===== src/rtl/frac_bp_pkg.sv =====
package frac_bp_pkg;

  typedef logic [1:0] ctr_t;

  localparam ctr_t CTR_RESET = 2'b01;

  function automatic ctr_t ctr_step(ctr_t c, logic up);
    ctr_t r;
    r = c;
    if (up && c != 2'b11) r = c + 2'd1;
    else if (!up && c != 2'b00) r = c - 2'd1;
    return r;
  endfunction

endpackage


===== src/rtl/bp_lfsr_gate.sv =====
module bp_lfsr_gate #(
  parameter int              FRAC_LOG2 = 2,
  parameter int              LFSR_W    = 8,
  parameter logic [LFSR_W-1:0] TAPS    = 8'hB8,
  parameter logic [LFSR_W-1:0] SEED    = 8'h01
) (
  input  logic clk,
  input  logic rst,
  input  logic lp_step,
  output logic lp_apply
);

  logic [LFSR_W-1:0] lfsr_q;
  logic [LFSR_W-1:0] lfsr_nx;

  assign lfsr_nx = {1'b0, lfsr_q[LFSR_W-1:1]} ^ (lfsr_q[0] ? TAPS : '0);

  always_ff @(posedge clk) begin
    if (rst)          lfsr_q <= SEED;
    else if (lp_step) lfsr_q <= lfsr_nx;
  end

  generate
    if (FRAC_LOG2 == 0) begin : g_always
      assign lp_apply = 1'b1;
    end else begin : g_frac
      assign lp_apply = (lfsr_q[FRAC_LOG2-1:0] == '0);
    end
  endgenerate

  p_lfsr_nonzero_r5: assert property (@(posedge clk) disable iff (rst)
    lfsr_q != '0);
  p_lfsr_hold_r5: assert property (@(posedge clk) disable iff (rst)
    !lp_step |=> $stable(lfsr_q));
  p_lfsr_moves_r5: assert property (@(posedge clk) disable iff (rst)
    lp_step |=> !$stable(lfsr_q));

endmodule


===== src/rtl/bp_history.sv =====
module bp_history #(
  parameter int IDX_W = 6
) (
  input  logic             clk,
  input  logic             rst,
  input  logic             sh_en,
  input  logic             sh_hp,
  input  logic             sh_taken,
  input  logic             rd_pred_hp,
  input  logic             rd_res_hp,
  output logic [IDX_W-1:0] hist_pred,
  output logic [IDX_W-1:0] hist_res
);

  localparam int NTHR = 2;

  logic [IDX_W-1:0] hist_q [NTHR];

  always_ff @(posedge clk) begin
    for (int t = 0; t < NTHR; t++) begin
      if (rst)
        hist_q[t] <= '0;
      else if (sh_en && (int'(sh_hp) == t))
        hist_q[t] <= {hist_q[t][IDX_W-2:0], sh_taken};
    end
  end

  assign hist_pred = hist_q[rd_pred_hp];
  assign hist_res  = hist_q[rd_res_hp];

  generate
    for (genvar t = 0; t < NTHR; t++) begin : g_chk
      p_hist_shift_r6: assert property (@(posedge clk) disable iff (rst)
        sh_en && (int'(sh_hp) == t) |=> hist_q[t][0] == $past(sh_taken));
      p_hist_other_r6: assert property (@(posedge clk) disable iff (rst)
        !(sh_en && (int'(sh_hp) == t)) |=> $stable(hist_q[t]));
    end
  endgenerate

endmodule


===== src/rtl/bp_counter_table.sv =====
module bp_counter_table
  import frac_bp_pkg::*;
#(
  parameter int IDX_W = 6
) (
  input  logic             clk,
  input  logic             rst,
  input  logic             rd_en,
  input  logic [IDX_W-1:0] rd_idx,
  input  logic             wr_en,
  input  logic [IDX_W-1:0] wr_idx,
  input  logic             wr_taken,
  output logic             ready,
  output logic             rd_valid,
  output logic             rd_taken
);

  localparam int ENTRIES = 1 << IDX_W;
  localparam logic [IDX_W-1:0] LAST = IDX_W'(ENTRIES - 1);

  ctr_t             mem [ENTRIES];
  logic [IDX_W-1:0] sweep_ptr;
  ctr_t             cur;

  assign cur = mem[wr_idx];

  // Single write port: initial sweep, then read-modify-write on resolves.
  always_ff @(posedge clk) begin
    if (!ready)
      mem[sweep_ptr] <= CTR_RESET;
    else if (wr_en)
      mem[wr_idx] <= ctr_step(cur, wr_taken);
  end

  always_ff @(posedge clk) begin
    if (rst) begin
      sweep_ptr <= '0;
      ready     <= 1'b0;
    end else if (!ready) begin
      sweep_ptr <= sweep_ptr + 1'b1;
      if (sweep_ptr == LAST) ready <= 1'b1;
    end
  end

  always_ff @(posedge clk) begin
    if (rst) begin
      rd_valid <= 1'b0;
      rd_taken <= 1'b0;
    end else begin
      rd_valid <= rd_en && ready;
      if (rd_en && ready) rd_taken <= mem[rd_idx][1];
    end
  end

  p_ready_sticky_r1: assert property (@(posedge clk) disable iff (rst)
    ready |=> ready);
  p_rd_valid_r2: assert property (@(posedge clk) disable iff (rst)
    rd_valid |-> $past(rd_en && ready));
  p_no_write_early_r7: assert property (@(posedge clk) disable iff (rst)
    !ready |-> !wr_en);

endmodule


===== src/rtl/frac_bp_top.sv =====
module frac_bp_top #(
  parameter int                IDX_W     = 6,
  parameter int                FRAC_LOG2 = 2,
  parameter int                LFSR_W    = 8,
  parameter logic [LFSR_W-1:0] LFSR_TAPS = 8'hB8,
  parameter logic [LFSR_W-1:0] LFSR_SEED = 8'h01
) (
  input  logic             clk,
  input  logic             rst,
  input  logic             pred_req,
  input  logic             pred_hp,
  input  logic [IDX_W-1:0] pred_pc,
  input  logic             res_valid,
  input  logic             res_hp,
  input  logic [IDX_W-1:0] res_pc,
  input  logic             res_taken,
  output logic             ready,
  output logic             pred_valid,
  output logic             pred_taken
);

  logic             res_fire;
  logic             lp_apply;
  logic             upd_en;
  logic [IDX_W-1:0] hist_pred;
  logic [IDX_W-1:0] hist_res;

  assign res_fire = res_valid && ready;
  assign upd_en   = res_fire && (res_hp || lp_apply);

  bp_lfsr_gate #(
    .FRAC_LOG2 (FRAC_LOG2),
    .LFSR_W    (LFSR_W),
    .TAPS      (LFSR_TAPS),
    .SEED      (LFSR_SEED)
  ) u_gate (
    .clk      (clk),
    .rst      (rst),
    .lp_step  (res_fire && !res_hp),
    .lp_apply (lp_apply)
  );

  bp_history #(.IDX_W(IDX_W)) u_hist (
    .clk        (clk),
    .rst        (rst),
    .sh_en      (res_fire),
    .sh_hp      (res_hp),
    .sh_taken   (res_taken),
    .rd_pred_hp (pred_hp),
    .rd_res_hp  (res_hp),
    .hist_pred  (hist_pred),
    .hist_res   (hist_res)
  );

  bp_counter_table #(.IDX_W(IDX_W)) u_tbl (
    .clk      (clk),
    .rst      (rst),
    .rd_en    (pred_req),
    .rd_idx   (pred_pc ^ hist_pred),
    .wr_en    (upd_en),
    .wr_idx   (res_pc ^ hist_res),
    .wr_taken (res_taken),
    .ready    (ready),
    .rd_valid (pred_valid),
    .rd_taken (pred_taken)
  );

  p_idle_no_pred_r2: assert property (@(posedge clk) disable iff (rst)
    !pred_req |=> !pred_valid);
  p_init_no_pred_r7: assert property (@(posedge clk) disable iff (rst)
    !ready |=> !pred_valid);

endmodule


===== config.mk =====
export PLATFORM = sky130hd
export DESIGN_NAME = frac_bp_top
export DESIGN_NICKNAME = d
export VERILOG_FILES = /design/src/rtl/frac_bp_pkg.sv /design/src/rtl/bp_lfsr_gate.sv /design/src/rtl/bp_history.sv /design/src/rtl/bp_counter_table.sv /design/src/rtl/frac_bp_top.sv
export SDC_FILE = /design/constraint.sdc
export NUM_CORES = 1
export LEC_CHECK = 0
export ABC_CLOCK_PERIOD_IN_PS = 6300
export BUFFER_PORTS_ARGS = -buffer_cell sky130_fd_sc_hd__buf_2
export CAP_MARGIN = 10
export CORE_ASPECT_RATIO = 0.75
export CORE_MARGIN = 3
export CORE_UTILIZATION = 32
export CTS_BUF_LIST = sky130_fd_sc_hd__clkbuf_16
export DETAILED_ROUTE_END_ITERATION = 16
export PLACE_DENSITY = 0.51
export SETUP_SLACK_MARGIN = 0.05
export SLEW_MARGIN = 30
export SYNTH_ARGS = -nofsm -noshare
export SYNTH_HDL_FRONTEND = slang
export SYNTH_SLANG_ARGS = --single-unit

===== constraint.sdc =====
create_clock -name clk -period 6.3 [get_ports clk]
set_input_delay 0.63 -clock clk [delete_from_list [all_inputs] [get_ports clk]]
set_output_delay 0.63 -clock clk [all_outputs]
set_load 0.02 [all_outputs]

==> impl_metrics.yaml, run 1 <==
run_status:
  outcome: "completed"
critical_path:
  crit_required_ps: 6460
  slowest_stage: "xor2_2"
  worst-setup-path-type: "in2reg"
  r2r_cells: 13
  startpoint: "res_hp"
  critPathTopFamily: "compound AO/OA/AOI/OAI gates"
  crit_arrival_ps: 4730
  crit_chain: "buf_2 -> mux2i_4 -> xor2_2 -> buf_4 -> a2111oi_0 -> a2111oi_0 -> a22oi_1 -> and2_1 -> ha_1 -> nor3_1 -> a31oi_1 -> nor2_1 -> a31o_1 -> buf_4"
  crit_path_max_fanout: 24
  worstSetupStartpointType: "input pin"
  critPathCaptureType: "flop"
  path_depth: 14
  timing.rr.start: "u_hist.hist_q[0][0]$_SDFFCE_PN0P_"
  critical_path_buf_inv_count: 3
  cpPeakStageDelay_ps: 750
clock_tree:
  cts_tree: "yes"
  cts_post_setup_buffers_inserted: 0
  cts_buffer_depth: 2
  clkTransAtPathRegs_ps: 60
  htree_levels: 4
  cts_resized: 0
  cts_sinks: 157
  cts_hold_buf: 0
  clock_latency_ps: 440
  cts_buffers: 17
  cts_root_buffer: "clkbuf_16"
pwr:
  combPwrFrac_pct: 12.6
  cellLeakagePower_uw: 0.00318
  vdd_drop_max_mv: 0.202
  internal-power_uw: 1840
  swShare_pct: 26.7
  p_sw_uw: 667
  p_per_area_mw_per_mm2: 284
  pwr-share-clk_pct: 42.1
  power.share.sequential_pct: 45.2
floorplan:
  start_util_pct: 33.1
  rows: 48
  top_level_ports: 22
  die_area_mm2: 0.0261
  coreArea_mm2: 0.0234
  dieWidth_um: 185
  dieHeight_um: 141
timing:
  tns_ps: 0
  setup_viol: 0
  fin_skew_ps: 12.5
  drv_slew: 0
  finalCritPeriodShare_pct: 72.5
  worst_pin_slew_ps: 939
  relSlewSlack_pct: 37.1
  period_minus_slack_ps: 4570
  rsz0062_at_grt: "false"
  setup_ws_ps: 1730
  hold_viol: 0
  max_freq_ghz: 0.219
synth:
  synth_area_mm2: 0.00773
  synthesis.nets: 677
  synth_compound_area_share_pct: 5.68
  yosys.area_share.xor_xnor_pct: 3.47
  yosysWarnings: 0
  ys_ff_latch: 157
  synth-simple-area-share_pct: 17.3
  ys_types: 50
  ys.flop_type: "edfxtp_1"
  synth_fa_ha_area_share_pct: 0.486
  synthArstFlopShare_pct: 0
  synth_cells: 655
  synth_edf_count: 140
  synthMuxAreaShare_pct: 11.8
  ys_seq_area_share_pct: 58.8
  synth_top_area_cell: "edfxtp_1"
  postSynthAreaPerCell_um2: 11.8
  synthTopCellsByArea: "edfxtp_1 (54%), mux2i_1 (6.1%), nand2_1 (5.9%), nor2_1 (4.9%), dfxtp_1 (4.4%)"
  synth_top_family_by_area: "simple AND/OR/NAND/NOR gates"
  synth.top_cell.area_share_pct: 54.4
grt:
  grt_pass1_vias: 5390
  antenna_found_initial: 0
  grt_util_all_layers_pct: 17.0
  gr-total-overflow: 0
  grt_start_max_net_pins: 41
  grt_pass1_wl_um: 32600
route:
  drc: 0
  totalWireLength_um: 21400
  wl_per_cell_um: 21.6
  route.vias.total: 5337
  viasPerCell: 5.38
  drt_pass1_iterations: 5
  drt-initial-drc-count: 562
  drtAntennaViolNets: 0
worst_hold_path:
  holdPathStages: 2
  hold_class: "reg2reg"
  holdCritStartpoint: "u_gate.lfsr_q[7]$_SDFFE_PP0P_"
finish:
  syn2layout_area_growth_pct: 14.1
  nets: 701
  n_antenna_cell: 0
  drive_gt1_share_pct: 14.2
job:
  max_cap_viol_count: 0
placement:
  dp_slack_ps: 1240
  hpwl_um: 14500
  place_congestion: 0.850
  numPortBuffers: 21
-- cell families after synthesis --
group           count (synthesis)
compound gates                 62
simple gates                  307
flops                         157
buf+inv                        34
mux                            67
fa+ha+maj                       3
xor+xnor                       25
-- final timing paths --
kind                                   end  slack, ps
max             u_tbl.mem[61][1]$_DFFE_PP_       1730
min          u_gate.lfsr_q[6]$_SDFFE_PP0P_        450
max reg2reg     u_tbl.mem[61][1]$_DFFE_PP_       1850
min reg2reg  u_gate.lfsr_q[6]$_SDFFE_PP0P_        450
-- cells in the final DEF, fill, tap and decap left out, types with 6 or more instances in the layout --
master / instances
dfxtp_1: 17
nand4_1: 6
a21oi_1: 14
nand2_1: 122
xnor2_1: 10
inv_6: 6
edfxtp_1: 140
and3_1: 13
mux2i_1: 46
a31oi_1: 7
buf_2: 21
mux4_2: 13
nor2b_1: 10
buf_4: 15
nand3_1: 27
clkbuf_16: 17
and2_1: 15
xor2_1: 7
nor2_1: 100
-- layer usage --
| metal | track usage (%) | routed length (um) | vias to the layer above |
|---|---|---|---|
| li1 | - | - | 2457 |
| met1 | 24.9 | 10300 | 2650 |
| met2 | 24.0 | 9160 | 202 |
| met3 | 4.93 | 1600 | 28 |
| met4 | 5.45 | 401 | 0 |
| met5 | 0 | 0 | - |
-- stage by stage --
stage	hold WS (ps)	area [um2]	power [uW]	util [%]	cells
after detailed placement	442	8200	1460	35.1	960
final	454	8810	2500	37.7	992
after global routing	475	8810	2590	37.7	992
after CTS	451	8800	2510	37.7	992
after floorplan	432	7730	1360	-	655
after global placement	440	8200	1460	35.1	960
-- power groups by stage --
stage               clock network (uW)  logic [uW]  registers, uW
finish                            1050         316           1130
detailed placement                   0         309           1150
CTS                               1070         310           1130
global placement                     0         303           1150
global route                      1120         338           1130
floorplan                            0         212           1150
-- flip-flops by register name, indices dropped and copies added, names as in the netlist --
register / count
u_tbl.mem: 128
u_hist.hist_q: 12
u_gate.lfsr_q: 8
u_tbl.sweep_ptr: 6
u_tbl.rd_taken: 1
u_tbl.rd_valid: 1
u_tbl.ready: 1
-- tightest hold or removal path, delay by kind of cell, from the launching register on --
family,cells,cell delay (ps)
AO/OA/AOI/OAI,1,50
AND/OR/NAND/NOR,1,50
flip-flops,1,310
-- final cells by class --
class                   count  area, um2
inverters                   2       7.51
well taps                 300        375
repair buffers             37        238
multi-input cells         464       3050
flip-flops and latches    157       4540
clock inverters            15        174
clock buffers              17        425
fillers                  2242      14500
-- synth_stat cells, drive strengths merged, types with 10 or more instances --
| master | instances |
|---|---|
| edfxtp | 140 |
| nand2 | 122 |
| nor2 | 100 |
| mux2i | 49 |
| nand3 | 27 |
| buf | 19 |
| dfxtp | 17 |
| mux4 | 16 |
| xnor2 | 16 |
| and2 | 15 |
| a21oi | 14 |
| and3 | 13 |
| clkbuf | 13 |
| nor2b | 10 |
Note: power is estimated with default switching activity, not from simulation.
==> inputs of run 2 (changes only) <==
--- a/config.mk
+++ b/config.mk
@@ -5,7 +5,8 @@
 export SDC_FILE = /design/constraint.sdc
 export NUM_CORES = 1
 export LEC_CHECK = 0
-export ABC_CLOCK_PERIOD_IN_PS = 6300
+export ABC_AREA = 1
+export ABC_CLOCK_PERIOD_IN_PS = 4650
 export BUFFER_PORTS_ARGS = -buffer_cell sky130_fd_sc_hd__buf_2
 export CAP_MARGIN = 10
 export CORE_ASPECT_RATIO = 0.75
@@ -13,7 +14,7 @@
 export CORE_UTILIZATION = 32
 export CTS_BUF_LIST = sky130_fd_sc_hd__clkbuf_16
 export DETAILED_ROUTE_END_ITERATION = 16
-export PLACE_DENSITY = 0.51
+export PLACE_DENSITY = 0.5
 export SETUP_SLACK_MARGIN = 0.05
 export SLEW_MARGIN = 30
 export SYNTH_ARGS = -nofsm -noshare
==> constraint.sdc (replaced) <==
create_clock -name clk -period 4.65 [get_ports clk]
set_input_delay 0.465 -clock clk [delete_from_list [all_inputs] [get_ports clk]]
set_output_delay 0.465 -clock clk [all_outputs]
set_load 0.02 [all_outputs]
==> run 2 against run 1 <==
Compared with the run above:
- critical path depth grew 5
- non-clock buffer count down 6
- routed wire length is 12% higher
- via count up 18%
- global-route usage rose by 1.4 points
- first-iteration DRC count rose by 19%
- synthesized cell count increased by 34%
- sequential share of layout area decreased by 1.2 points
- final area grew 2.4%
- critical endpoint is now u_tbl.mem[53][1]$_DFFE_PP_
- critical path type is now reg2reg
==> impl_metrics.yaml, run 2 <==
timing:
  max_freq_ghz: 0.264
  tns_ps: 0
  period_minus_slack_ps: 3780
  whs_ps: 268
  relSlewSlack_pct: 39.3
  fin_skew_ps: 13.6
  hold_viol: 0
  setup_viol: 0
  drv_slew: 0
  worst_pin_slew_ps: 906
  finalCritPeriodShare_pct: 81.4
  rsz0062_at_grt: "false"
clock_tree:
  cts_hold_buf: 0
  cts_root_buffer: "clkbuf_16"
  cts_buffers: 17
  cts_post_setup_buffers_inserted: 0
  clkTransAtPathRegs_ps: 70
  cts_resized: 0
  cts_buffer_depth: 2
  htree_levels: 4
  cts_tree: "yes"
  clock_latency_ps: 440
  cts_sinks: 157
synth:
  ys.flop_type: "edfxtp_1"
  synth_top_area_cell: "edfxtp_1"
  yosys.area_share.xor_xnor_pct: 1.72
  synthArstFlopShare_pct: 0
  synth_fa_ha_area_share_pct: 0.470
  ys_types: 35
  yosysWarnings: 0
  synth-simple-area-share_pct: 31.1
  ys_ff_latch: 157
  synthTopCellsByArea: "edfxtp_1 (53%), nand3_1 (12%), nand2_1 (11%), nor2_1 (4.4%), dfxtp_1 (4.3%)"
  synthesis.nets: 901
  synth_edf_count: 140
  synth_area_mm2: 0.00799
  ys_seq_area_share_pct: 56.8
  synth_common_cells: "nand2_1 (244), nand3_1 (184), edfxtp_1 (140), nor2_1 (94), inv_1 (60)"
  yosysMostFrequentCell: "nand2_1"
  synth.top_cell.area_share_pct: 52.6
  synth_compound_area_share_pct: 3.37
  synth_cells: 879
  synthMuxAreaShare_pct: 0
  synth_top_family_by_area: "simple AND/OR/NAND/NOR gates"
  postSynthAreaPerCell_um2: 9.09
finish:
  layout_commonest_cell: "nand2_1"
  largest_reg_flops: 128
  drive_gt1_share_pct: 13.0
  reg_top3: "u_tbl.mem: 128 flops, u_hist.hist_q: 12 flops, u_gate.lfsr_q: 8 flops"
  fillCellCount: 2502
  nets: 916
  syn2layout_area_growth_pct: 12.9
  stdcell_area_mm2: 0.00902
  n_antenna_cell: 0
  layout_common_cells: "nand2_1 (244), nand3_1 (183), edfxtp_1 (140)"
  largest-register: "u_tbl.mem"
  multi_input_area_mm2: 0.00296
  register_area_mm2: 0.00454
route:
  wl_per_cell_um: 19.4
  drtAntennaViolNets: 0
  viasPerCell: 5.07
  drt_pass1_iterations: 5
  totalWireLength_um: 24100
  drt-initial-drc-count: 666
  drc: 0
  route.vias.total: 6279
grt:
  grt_start_max_net_pins: 46
  gr-total-overflow: 0
  grt_util_all_layers_pct: 18.4
  antenna_found_initial: 0
  grt_pass1_wl_um: 37100
  grt_pass1_vias: 6082
critical_path:
  worstSetupStartpointType: "flop"
  critPathCaptureType: "flop"
  r2r_cells: 19
  r2r_setup_slack_ps: 870
  timing.rr.start: "u_hist.hist_q[1][0]$_SDFFCE_PN0P_"
  crit_required_ps: 4900
  reg2reg_to: "u_tbl.mem[53][1]$_DFFE_PP_"
  crit_arrival_ps: 4030
  crit_path_max_fanout: 45
  worst-setup-path-type: "reg2reg"
job:
  max_cap_viol_count: 0
worst_hold_path:
  holdCritStartpoint: "pred_req"
  holdPathStages: 3
  min_to: "u_tbl.rd_valid$_SDFF_PP0_"
  hold_class: "in2reg"
floorplan:
  dieWidth_um: 189
  coreArea_mm2: 0.0243
  start_util_pct: 32.9
  dieHeight_um: 143
  rows: 49
  top_level_ports: 22
  die_area_mm2: 0.0269
pwr:
  cellLeakagePower_uw: 0.00344
  vdd_drop_max_mv: 0.268
  p_per_area_mw_per_mm2: 369
placement:
  numPortBuffers: 21
  place_congestion: 0.888
  hpwl_um: 15800
  placed_area_mm2: 0.00845
run_status:
  outcome: "completed"
-- run 2: changes by cell type in the layout (fill, tap and decap cells not counted), sizes merged, moves of 16 or more --
cell and delta:
inv +72, nand2 +138, mux4 -16, nand3 +161
mux2i -49, o21ai +21
-- run 2: area by class of cell --
cell class	count	share of cell area [%]
Clock inverter	13	1.12
Multi-Input combinational cell	614	32.8
Sequential cell	157	50.4
Tap cell	331	4.59
Timing Repair Buffer	31	2.83
Clock buffer	19	5.27
Inverter	73	3.06
-- run 2: power breakdown --
group | leakage, uW | total, uW | switching (uW) | internal, uW
logic | 0.00152 | 410 | 295 | 115
clock network | 0.000295 | 1390 | 626 | 760
registers | 0.00162 | 1530 | 6.32 | 1520
-- run 2: worst max-delay path, cell delays in order (launching register included) --
cell	delay [ps]
edfxtp_1	380
inv_1	70
nand2_1	100
nand3_2	210
nand2_4	340
buf_12	260
nand2_1	80
nand3_1	110
nand3_1	140
nand3_1	150
nand3_1	90
nand3_1	130
nand2_2	80
ha_1	180
nor2_1	140
inv_1	70
nor2_1	100
nor2_1	80
a21oi_4	510
buf_12	310
-- run 2: cell families (layout without fill, tap and decap cells) --
logic type                 after synthesis  count (layout)
DFF                                    157             157
xor gates and xnor gates                11              11
buffers and inverters                  108             136
AOI/OAI and AO/OA                       43              43
adders and majority gates                3               3
and+or+nand+nor                        557             557
-- run 2: routing by layer --
metal / part of all wire [%] / vias to the layer above / GRT usage [%]
li1: - / 3014 / -
met1: 52 / 3035 / 28.6
met2: 41 / 206 / 25.9
met3: 6.3 / 24 / 3.83
met4: 1.4 / 0 / 4.74
met5: 0 / - / 0
-- run 2: per-stage QoR --
stage | utilization (%) | std cells | total power [uW] | setup WS (ps)
2_1_floorplan | - | 879 | 1830 | 317
3_3_place_gp | 34.8 | 1206 | 1970 | 399
3_5_place_dp | 34.8 | 1206 | 1970 | 512
4_1_cts | 37.2 | 1238 | 3340 | 873
5_1_grt | 37.2 | 1238 | 3440 | 478
6_report | 37.2 | 1238 | 3330 | 866
-- run 2: worst max-delay path by stage --
stage | startpoint | endpoint | slack (ps) | cells past startpoint
after floorplan | res_hp | u_tbl.mem[0][1]$_DFFE_PP_ | 320 | 15
after global placement | res_hp | u_tbl.mem[3][0]$_DFFE_PP_ | 400 | 16
after detailed placement | res_hp | u_tbl.mem[60][1]$_DFFE_PP_ | 510 | 20
after CTS | u_hist.hist_q[1][2]$_SDFFCE_PN0P_ | u_tbl.mem[14][0]$_DFFE_PP_ | 870 | 16
after global routing | u_hist.hist_q[1][0]$_SDFFCE_PN0P_ | u_tbl.mem[53][1]$_DFFE_PP_ | 480 | 19
final | u_hist.hist_q[1][0]$_SDFFCE_PN0P_ | u_tbl.mem[53][1]$_DFFE_PP_ | 870 | 19
